File: src/rtl/rng_pkg.sv
package rng_pkg;
   typedef enum logic [1:0] {
      RSEL_CTRL = 2'd0,
      RSEL_STAT = 2'd1,
      RSEL_OUT  = 2'd2,
      RSEL_ENT  = 2'd3
   } rsel_e;

   localparam int CTRL_GO_BIT  = 0;
   localparam int CTRL_SLP_BIT = 4;
   localparam int STAT_SLP_BIT = 4;
   localparam int STAT_LVL_LSB = 8;
   localparam int SEL_LSB      = 2;
endpackage

File: src/rtl/rng_lfsr.sv
module rng_lfsr #(
   parameter int          W        = 32,
   parameter logic [W-1:0] TAP_MASK = 32'h8020_0003,
   parameter logic [W-1:0] NZ_FILL  = 32'h0000_0001
) (
   input  logic         clk,
   input  logic         rst_n,
   input  logic         hold,
   input  logic         noise,
   input  logic         mix_en,
   input  logic [W-1:0] mix_val,
   output logic [W-1:0] state
);
   if (W < 2) begin : g_bad_w
      $error("rng_lfsr: W must be at least 2");
   end
   if (NZ_FILL == '0) begin : g_bad_fill
      $error("rng_lfsr: NZ_FILL must be nonzero");
   end

   logic [W-1:0] state_q;
   logic [W-1:0] nxt;
   logic         upd;
   logic         fb;

   assign fb = (^(state_q & TAP_MASK)) ^ noise;

   always_comb begin
      nxt = state_q;
      upd = 1'b0;
      if (!hold) begin
         nxt = {state_q[W-2:0], fb};
         upd = 1'b1;
      end
      if (mix_en) begin
         nxt = nxt ^ mix_val;
         upd = 1'b1;
      end
      if (upd && (nxt == '0)) begin
         nxt = NZ_FILL;
      end
   end

   always_ff @(posedge clk or negedge rst_n) begin
      if (!rst_n) state_q <= '0;
      else        state_q <= nxt;
   end

   assign state = state_q;
endmodule

File: src/rtl/rng_pace.sv
module rng_pace #(
   parameter int GEN_CYCLES = 32
) (
   input  logic clk,
   input  logic rst_n,
   input  logic run,
   input  logic restart,
   output logic due
);
   localparam int CW = $clog2(GEN_CYCLES + 1);
   localparam logic [CW-1:0] LIMIT = CW'(GEN_CYCLES);

   if (GEN_CYCLES < 1) begin : g_bad_gen
      $error("rng_pace: GEN_CYCLES must be at least 1");
   end

   logic [CW-1:0] cnt_q;

   always_ff @(posedge clk or negedge rst_n) begin
      if (!rst_n)                     cnt_q <= '0;
      else if (restart)               cnt_q <= '0;
      else if (run && cnt_q != LIMIT) cnt_q <= cnt_q + 1'b1;
   end

   assign due = (cnt_q == LIMIT);
endmodule

File: src/rtl/rng_slot.sv
module rng_slot #(
   parameter int W     = 32,
   parameter int LVL_W = 8
) (
   input  logic             clk,
   input  logic             rst_n,
   input  logic             load,
   input  logic [W-1:0]     load_val,
   input  logic             take,
   output logic [W-1:0]     word,
   output logic [LVL_W-1:0] level
);
   if (LVL_W < 1) begin : g_bad_lvl
      $error("rng_slot: LVL_W must be at least 1");
   end

   logic [W-1:0] word_q;
   logic         full_q;

   always_ff @(posedge clk or negedge rst_n) begin
      if (!rst_n) begin
         word_q <= '0;
         full_q <= 1'b0;
      end else if (load) begin
         word_q <= load_val;
         full_q <= 1'b1;
      end else if (take) begin
         word_q <= '0;
         full_q <= 1'b0;
      end
   end

   assign word  = word_q;
   assign level = LVL_W'(full_q);
endmodule

File: src/rtl/rng_regs.sv
module rng_regs
   import rng_pkg::*;
#(
   parameter int W      = 32,
   parameter int ADDR_W = 4,
   parameter int LVL_W  = 8
) (
   input  logic              clk,
   input  logic              rst_n,
   input  logic [ADDR_W-1:0] bus_addr,
   input  logic              bus_we,
   input  logic [W-1:0]      bus_wdata,
   input  logic              bus_re,
   output logic [W-1:0]      bus_rdata,
   input  logic [LVL_W-1:0]  level,
   input  logic [W-1:0]      word,
   input  logic              eff_sleep,
   output logic              go,
   output logic              slp_req,
   output logic              take,
   output logic              mix_en
);
   if (ADDR_W < SEL_LSB + 2) begin : g_bad_addr
      $error("rng_regs: ADDR_W too small for four registers");
   end
   if (W < STAT_LVL_LSB + LVL_W) begin : g_bad_w
      $error("rng_regs: W too small for the status layout");
   end

   logic  hit;
   rsel_e sel;

   if (ADDR_W > SEL_LSB + 2) begin : g_upper
      assign hit = ~|bus_addr[ADDR_W-1:SEL_LSB+2];
   end else begin : g_exact
      assign hit = 1'b1;
   end

   assign sel = rsel_e'(bus_addr[SEL_LSB +: 2]);

   logic go_q;
   logic slp_q;
   logic ctrl_wr;

   assign ctrl_wr = bus_we && hit && (sel == RSEL_CTRL);

   always_ff @(posedge clk or negedge rst_n) begin
      if (!rst_n) begin
         go_q  <= 1'b0;
         slp_q <= 1'b0;
      end else if (ctrl_wr) begin
         go_q  <= go_q | bus_wdata[CTRL_GO_BIT];
         slp_q <= bus_wdata[CTRL_SLP_BIT];
      end
   end

   assign go      = go_q;
   assign slp_req = slp_q;
   assign take    = bus_re && hit && (sel == RSEL_OUT) && (level != '0);
   assign mix_en  = bus_we && hit && (sel == RSEL_ENT);

   always_comb begin
      bus_rdata = '0;
      if (bus_re && hit) begin
         unique case (sel)
            RSEL_CTRL: begin
               bus_rdata[CTRL_GO_BIT]  = go_q;
               bus_rdata[CTRL_SLP_BIT] = slp_q;
            end
            RSEL_STAT: begin
               bus_rdata[STAT_LVL_LSB +: LVL_W] = level;
               bus_rdata[STAT_SLP_BIT]          = eff_sleep;
            end
            RSEL_OUT:  bus_rdata = word;
            RSEL_ENT:  bus_rdata = '0;
            default:   bus_rdata = '0;
         endcase
      end
   end
endmodule

File: src/rtl/rng_periph.sv
module rng_periph #(
   parameter int W          = 32,
   parameter int ADDR_W     = 4,
   parameter int LVL_W      = 8,
   parameter int GEN_CYCLES = 32
) (
   input  logic              clk,
   input  logic              rst_n,
   input  logic [ADDR_W-1:0] bus_addr,
   input  logic              bus_we,
   input  logic [W-1:0]      bus_wdata,
   input  logic              bus_re,
   output logic [W-1:0]      bus_rdata,
   input  logic              doze_i,
   input  logic              noise_i
);
   if (W != 32) begin : g_bad_w
      $error("rng_periph: tap set is defined for a 32-bit generator");
   end

   logic             go;
   logic             slp_req;
   logic             eff_sleep;
   logic             take;
   logic             mix_en;
   logic             due;
   logic             load;
   logic [W-1:0]     state;
   logic [W-1:0]     word;
   logic [LVL_W-1:0] level;

   assign eff_sleep = slp_req | doze_i;
   assign load      = go && !eff_sleep && due && (level == '0);

   rng_regs #(.W(W), .ADDR_W(ADDR_W), .LVL_W(LVL_W)) u_regs (
      .clk       (clk),
      .rst_n     (rst_n),
      .bus_addr  (bus_addr),
      .bus_we    (bus_we),
      .bus_wdata (bus_wdata),
      .bus_re    (bus_re),
      .bus_rdata (bus_rdata),
      .level     (level),
      .word      (word),
      .eff_sleep (eff_sleep),
      .go        (go),
      .slp_req   (slp_req),
      .take      (take),
      .mix_en    (mix_en)
   );

   rng_lfsr #(.W(W)) u_lfsr (
      .clk     (clk),
      .rst_n   (rst_n),
      .hold    (eff_sleep),
      .noise   (noise_i),
      .mix_en  (mix_en),
      .mix_val (bus_wdata),
      .state   (state)
   );

   rng_pace #(.GEN_CYCLES(GEN_CYCLES)) u_pace (
      .clk     (clk),
      .rst_n   (rst_n),
      .run     (!eff_sleep),
      .restart (load | take),
      .due     (due)
   );

   rng_slot #(.W(W), .LVL_W(LVL_W)) u_slot (
      .clk      (clk),
      .rst_n    (rst_n),
      .load     (load),
      .load_val (state),
      .take     (take),
      .word     (word),
      .level    (level)
   );
endmodule

File: config.mk
export PLATFORM = sky130hd
export DESIGN_NAME = rng_periph
export DESIGN_NICKNAME = d
export VERILOG_FILES = /design/src/rtl/rng_pkg.sv /design/src/rtl/rng_lfsr.sv /design/src/rtl/rng_pace.sv /design/src/rtl/rng_slot.sv /design/src/rtl/rng_regs.sv /design/src/rtl/rng_periph.sv
export SDC_FILE = /design/constraint.sdc
export NUM_CORES = 1
export LEC_CHECK = 0
export CAP_MARGIN = 10
export CORE_ASPECT_RATIO = 0.5
export CORE_MARGIN = 2
export CORE_UTILIZATION = 56
export DETAILED_ROUTE_END_ITERATION = 12
export DONT_BUFFER_PORTS = 1
export PLACE_DENSITY = 0.71
export SLEW_MARGIN = 20
export SYNTH_ARGS = -nofsm -noshare
export SYNTH_HDL_FRONTEND = slang
export SYNTH_HIERARCHICAL = 1
export SYNTH_SLANG_ARGS = --single-unit
export TNS_END_PERCENT = 10
File: constraint.sdc
create_clock -name clk -period 4.1 [get_ports clk]
set_input_delay 0.205 -clock clk [delete_from_list [all_inputs] [get_ports clk]]
set_output_delay 0.205 -clock clk [all_outputs]
set_load 0.005 [all_outputs]
Yosys cells after proc, flatten, opt, wreduce, memory -nomap -nowiden

Cells that the tools add are included.

$add $sub $neg: 1
Multipliers: 0
Div/mod/pow operators: 0
$lt $le $gt $ge: 0
Equal/unequal tests: 5
Shift operators: 0
Mux-type cells: 18
Bitwise operators: 5
Reductions and logical operators: 16

Operators by type and width:

| cell                | number |
|---|---|
| $mux 32             | 6 |
| $logic_not 32->1    | 1 |
| $reduce_xor 32->1   | 1 |
| $xor 32x32->32      | 1 |
| $mux 16             | 1 |
| $pmux 8 s2          | 1 |
| $mux 6              | 2 |
| $logic_and 1x1->1   | 9 |
| $logic_not 8->1     | 1 |
| $add 6x1->6 const B | 1 |
| $eq 6x6->1 const B  | 1 |
| $mux 3              | 2 |
| $ne 6x6->1 const B  | 1 |
| $eq 2x2->1 const B  | 2 |
| $mux 1              | 4 |
| $pmux 1 s4          | 1 |
| $reduce_bool 2->1   | 2 |
| $or 1x1->1          | 3 |
| $eq 2x1->1 const B  | 1 |
| $logic_not 2->1     | 1 |
| $pmux 1 s2          | 1 |
| $logic_not 1->1     | 1 |
| $xor 1x1->1         | 1 |

Bits in registers: 73
Latch bits: 0
Bits in writable memories: 0
Memory bits (read-only): 0
Output and inout bits: 32
Memories kept: 0

Logic depth before layout (Yosys ltp)

Depth in word-level cells: 8
Depth in mapped cells: 11
Depth with buffers taken out: 9

Cells and area by module

Netlist, hierarchy kept.

Modules (own cells, without submodules):

| module     | instances | cells an instance | area an instance (um2) | seq. area each (um2) |
|---|---|---|---|---|
| rng_lfsr   | 1         | 152               | 1702.9                 | 800.8 |
| rng_slot   | 1         | 84                | 1275.0                 | 825.8 |
| rng_regs   | 1         | 67                | 471.7                  | 50.0 |
| rng_pace   | 1         | 40                | 382.9                  | 150.1 |
| rng_periph | 1         | 8                 | 57.6                   | 0.0 |

Least setup slack after synthesis

No wires, ideal clock.

Path kind: register to register
Start: reg u_pace.cnt_q[0]
End: reg u_pace.cnt_q[0]
Setup time: 0.138 ns
Arrival: 2.383 ns
Setup slack: 1.578 ns
Stages on the path, launching flop included: 10
Buffers on the path: 1
Clock period less this slack: 2.522 ns
Cells stage by stage: dfrtp_1 inv_1 ha_1 nand2_1 nor2b_1 or4b_1 o31ai_1 clkbuf_1 nor4b_1 or4_1

Cells in the longest elaborated chain, start to end: 5
Elaborated cells on any way between the ends: 10

Ends and longest elaborated chain:

| element                                            | RTL line         | RTL |
|---|---|---|
| start: declaration                                 | rng_pace.sv:17   | `logic [CW-1:0] cnt_q;` |
| start signal: assignment                           | rng_pace.sv:22   | `else if (run && cnt_q != LIMIT) cnt_q <= cnt_q + 1'b1;` |
| $eq 6x6->1 (*)                                     | rng_pace.sv:25   | `assign due = (cnt_q == LIMIT);` |
| via due                                            | rng_periph.sv:26 | `logic due;` |
| $logic_and 1x1->1 (*) (2 in series)                | rng_periph.sv:33 | `assign load = go && !eff_sleep && due && (level == '0);` |
| $or 1x1->1 (*)                                     | rng_periph.sv:66 | `.restart (load \| take),` |
| $mux 6 / $reduce_bool 2->1 (equally long branches) | -                |  |

Mark *: on every way through the listed nets, which the timed path passes. The rest lies on a longest branch. The select of a mux whose other input is x is not followed.
A chain may end at the register's enable or synchronous reset.

Worst setup path in the final report

Same ends and word-level chain as after synthesis.

==> impl_metrics.yaml <==
grt:
  grt_max_degree: 74
  antenna_found_initial: 0
  grt_overflow: 0
  grt_pass1_wl_um: 13800
  grt_use_total: 0.236
  first_global_vias: 2640
synthesis:
  synthFlopType: "dfrtp_1"
  postSynthRegisterBits: 73
  ys_warn_count: 6
  syn_area_um2: 3890
  synth-seq-area-share: 0.470
  synth_area_leaders: "dfrtp_1 47%, mux2i_1 8.0%, xor2_1 7.4%, a22o_1 6.8%, and3_1 3.9%"
  yosys.area.top_type_share: 0.470
  yosysUniqueCellTypes: 47
  synth_edf_count: 0
  syn_avg_cell_area_um2: 11.1
  syn_inst: 351
  ys_async_sr_fraction: 1.00
  post-synth-top-area-cell: "dfrtp_1"
drt:
  routed_via_density: 5.80
  firstDrtPassIters: 4
  wl_per_cell_um: 19.3
  drt_iter0_markers: 198
  vias: 2548
  wl_um: 8470
  drc: 0
  antenna_left: 0
power_and_ir_drop:
  pwr-share-clk: 0.366
  p_comb_frac: 0.219
  cellPowerDensity_nw_per_um2: 622
  seq_power_share: 0.415
  switchingPower_mw: 0.814
  peakVddDrop_v: 0.000243
  p_int_mw: 1.81
  cellLeakagePower_nw: 1.99
  switching_share: 0.311
timing:
  grt_setup_unrepaired: "false"
  fin_tns_setup_ns: 0
  tightest_slew_ns: 1.07
  finalHoldViolCount: 0
  setup_violations: 0
  finalCritPeriodShare: 0.668
  slew_headroom: 0.287
  worst_clock_skew_ns: 0.00844
  drv_slew: 0
  max_freq_ghz: 0.365
  finalCriticalPeriod_ns: 2.74
die:
  pin_count: 74
  start_util: 0.581
  die_width_um: 122
  dieHeight_um: 62.9
  core_area_um2: 6700
  die-area_um2: 7670
  rows: 21
clocking:
  clkLatencyLatePin_ns: 0.33
  htree_levels: 3
  clk_pin_slew_ns: 0.06
  clkSinkCount: 73
  cts_tree: "done"
  post_cts_buffers: 0
  post_cts_resized: 0
  cts-buffers-inserted: 9
  clockBufferDepth: 2
  root_buffer: "clkbuf_16"
  holdBufCountCts: 2
cells_and_area:
  drive_gt1_frac: 0.0893
  layout_commonest_cell: "dfrtp_1"
  diodes: 0
  layout_common_cells: "73 x dfrtp_1, 39 x nand2_1, 33 x xor2_1"
  synthToLayoutAreaGrowth_pct: 8.27
  final_util: 0.629
  nNetsFinal: 391
place:
  place_congestion: 0.863
  hpwl_um: 5720
  port-buffer-count: 0
setup_path:
  critPathKind: "reg -> reg"
  critPathRequiredTime_ns: 4.30
  cpPeakStageDelay_ns: 0.50
  path_buf_inv: 2
  crit_chain: "inv_1 -> ha_1 -> nand2_1 -> nor2b_1 -> or4b_1 -> o31ai_1 -> buf_4 -> nor2_1 -> and3b_1 -> or4_1"
  cp_max_fo: 11
  cp-end-kind: "flop"
  crit_path_start_kind: "flop"
  crit_family: "simple AND/OR/NAND/NOR gates"
  crit_arrival_ns: 2.94
  cp_slowest_cell: "or4_1"
job:
  drv_cap: 0
outcome:
  status: "finished clean"
min_path:
  hold_path_class: "in -> reg"
[synthesized netlist by cell type (2+ instances only)]
library cell  number
a21oi_1            3
a22o_1            30
a22o_2             2
a22oi_1            9
and3_1            24
buf_2              9
buf_4              8
buf_6              4
buf_8              4
clkbuf_1           5
dfrtp_1           73
ha_1               7
inv_1              8
mux2_2             2
mux2i_1           31
nand2_1           39
nand4_1            4
nand4b_1           2
nor2_1            12
nor2b_1            2
nor3_1             2
nor4_1             9
or4b_1             2
xnor2_1            5
xor2_1            33
[final cells by class]
type                    count  area [um^2]
clock buffers               9          225
clock inverters             7          141
fillers                   552         2490
inverters                   8         30.0
multi-input cells         245         1810
flip-flops and latches     73         1830
well taps                  92          115
repair buffers              5         60.1
[sequential cells by signal, indices dropped and copies added (netlist names)]
| signal | flops |
|---|---|
| u_slot/word | 32 |
| u_regs/go | 1 |
| u_slot/full_q | 1 |
| u_lfsr/state | 32 |
| u_regs/slp_req | 1 |
| u_pace/cnt_q | 6 |
[logic make-up after synthesis]
logic type / Yosys count / share of synthesized area
buffers and inverters: 39 / 0.0717
AOI/OAI and AO/OA: 53 / 0.113
DFF: 73 / 0.470
muxes: 33 / 0.0856
other: 1 / 0.000964
and+or+nand+nor: 107 / 0.151
xor gates and xnor gates: 38 / 0.0856
adders and majority gates: 7 / 0.0225
[layer usage]
layer,vias to the layer above,track usage,share of wire
li1,1214,-,-
met1,1265,0.348,0.48
met2,63,0.347,0.45
met3,6,0.0757,0.059
met4,0,0.0374,0.0064
met5,-,0,0
[worst paths after layout]
path | from | endpoint | slack [ns] | depth (start not counted)
max in group asynchronous | rst_n | u_lfsr/state[23] | 3.38 | 2
setup reg to reg | u_pace/cnt_q[0] | u_pace/cnt_q[0] | 1.36 | 10
setup / recovery | u_pace/cnt_q[0] | u_pace/cnt_q[0] | 1.36 | 10
min in group asynchronous | rst_n | u_slot/word[26] | 0.41 | 2
hold / removal | bus_wdata[4] | u_regs/slp_req | 0.03 | 1
hold reg to reg | u_slot/word[19] | u_slot/word[19] | 0.49 | 1
[stage by stage]
step / cells / area, um^2 / setup WS (ns) / total power, mW / hold slack [ns]
finish: 439 / 4210 / 1.36 / 2.62 / 0.0348
global route: 439 / 4210 / 1.16 / 2.75 / 0.0233
CTS: 439 / 4210 / 1.36 / 2.63 / 0.0285
detailed placement: 421 / 3810 / 1.37 / 1.64 / -0.0888
global placement: 421 / 3810 / 1.43 / 1.62 / -0.0886
floorplan: 357 / 3910 / 1.58 / 1.51 / -0.0906
[power groups by stage]
stage / Sequential (mW) / Combinational, mW / Clock, mW
after floorplan: 1.03 / 0.474 / 0
after global placement: 1.09 / 0.527 / 0
after detailed placement: 1.10 / 0.549 / 0
after CTS: 1.09 / 0.572 / 0.973
after global routing: 1.12 / 0.632 / 1.01
final: 1.09 / 0.573 / 0.960
Note: power is estimated with default switching activity, not from simulation.
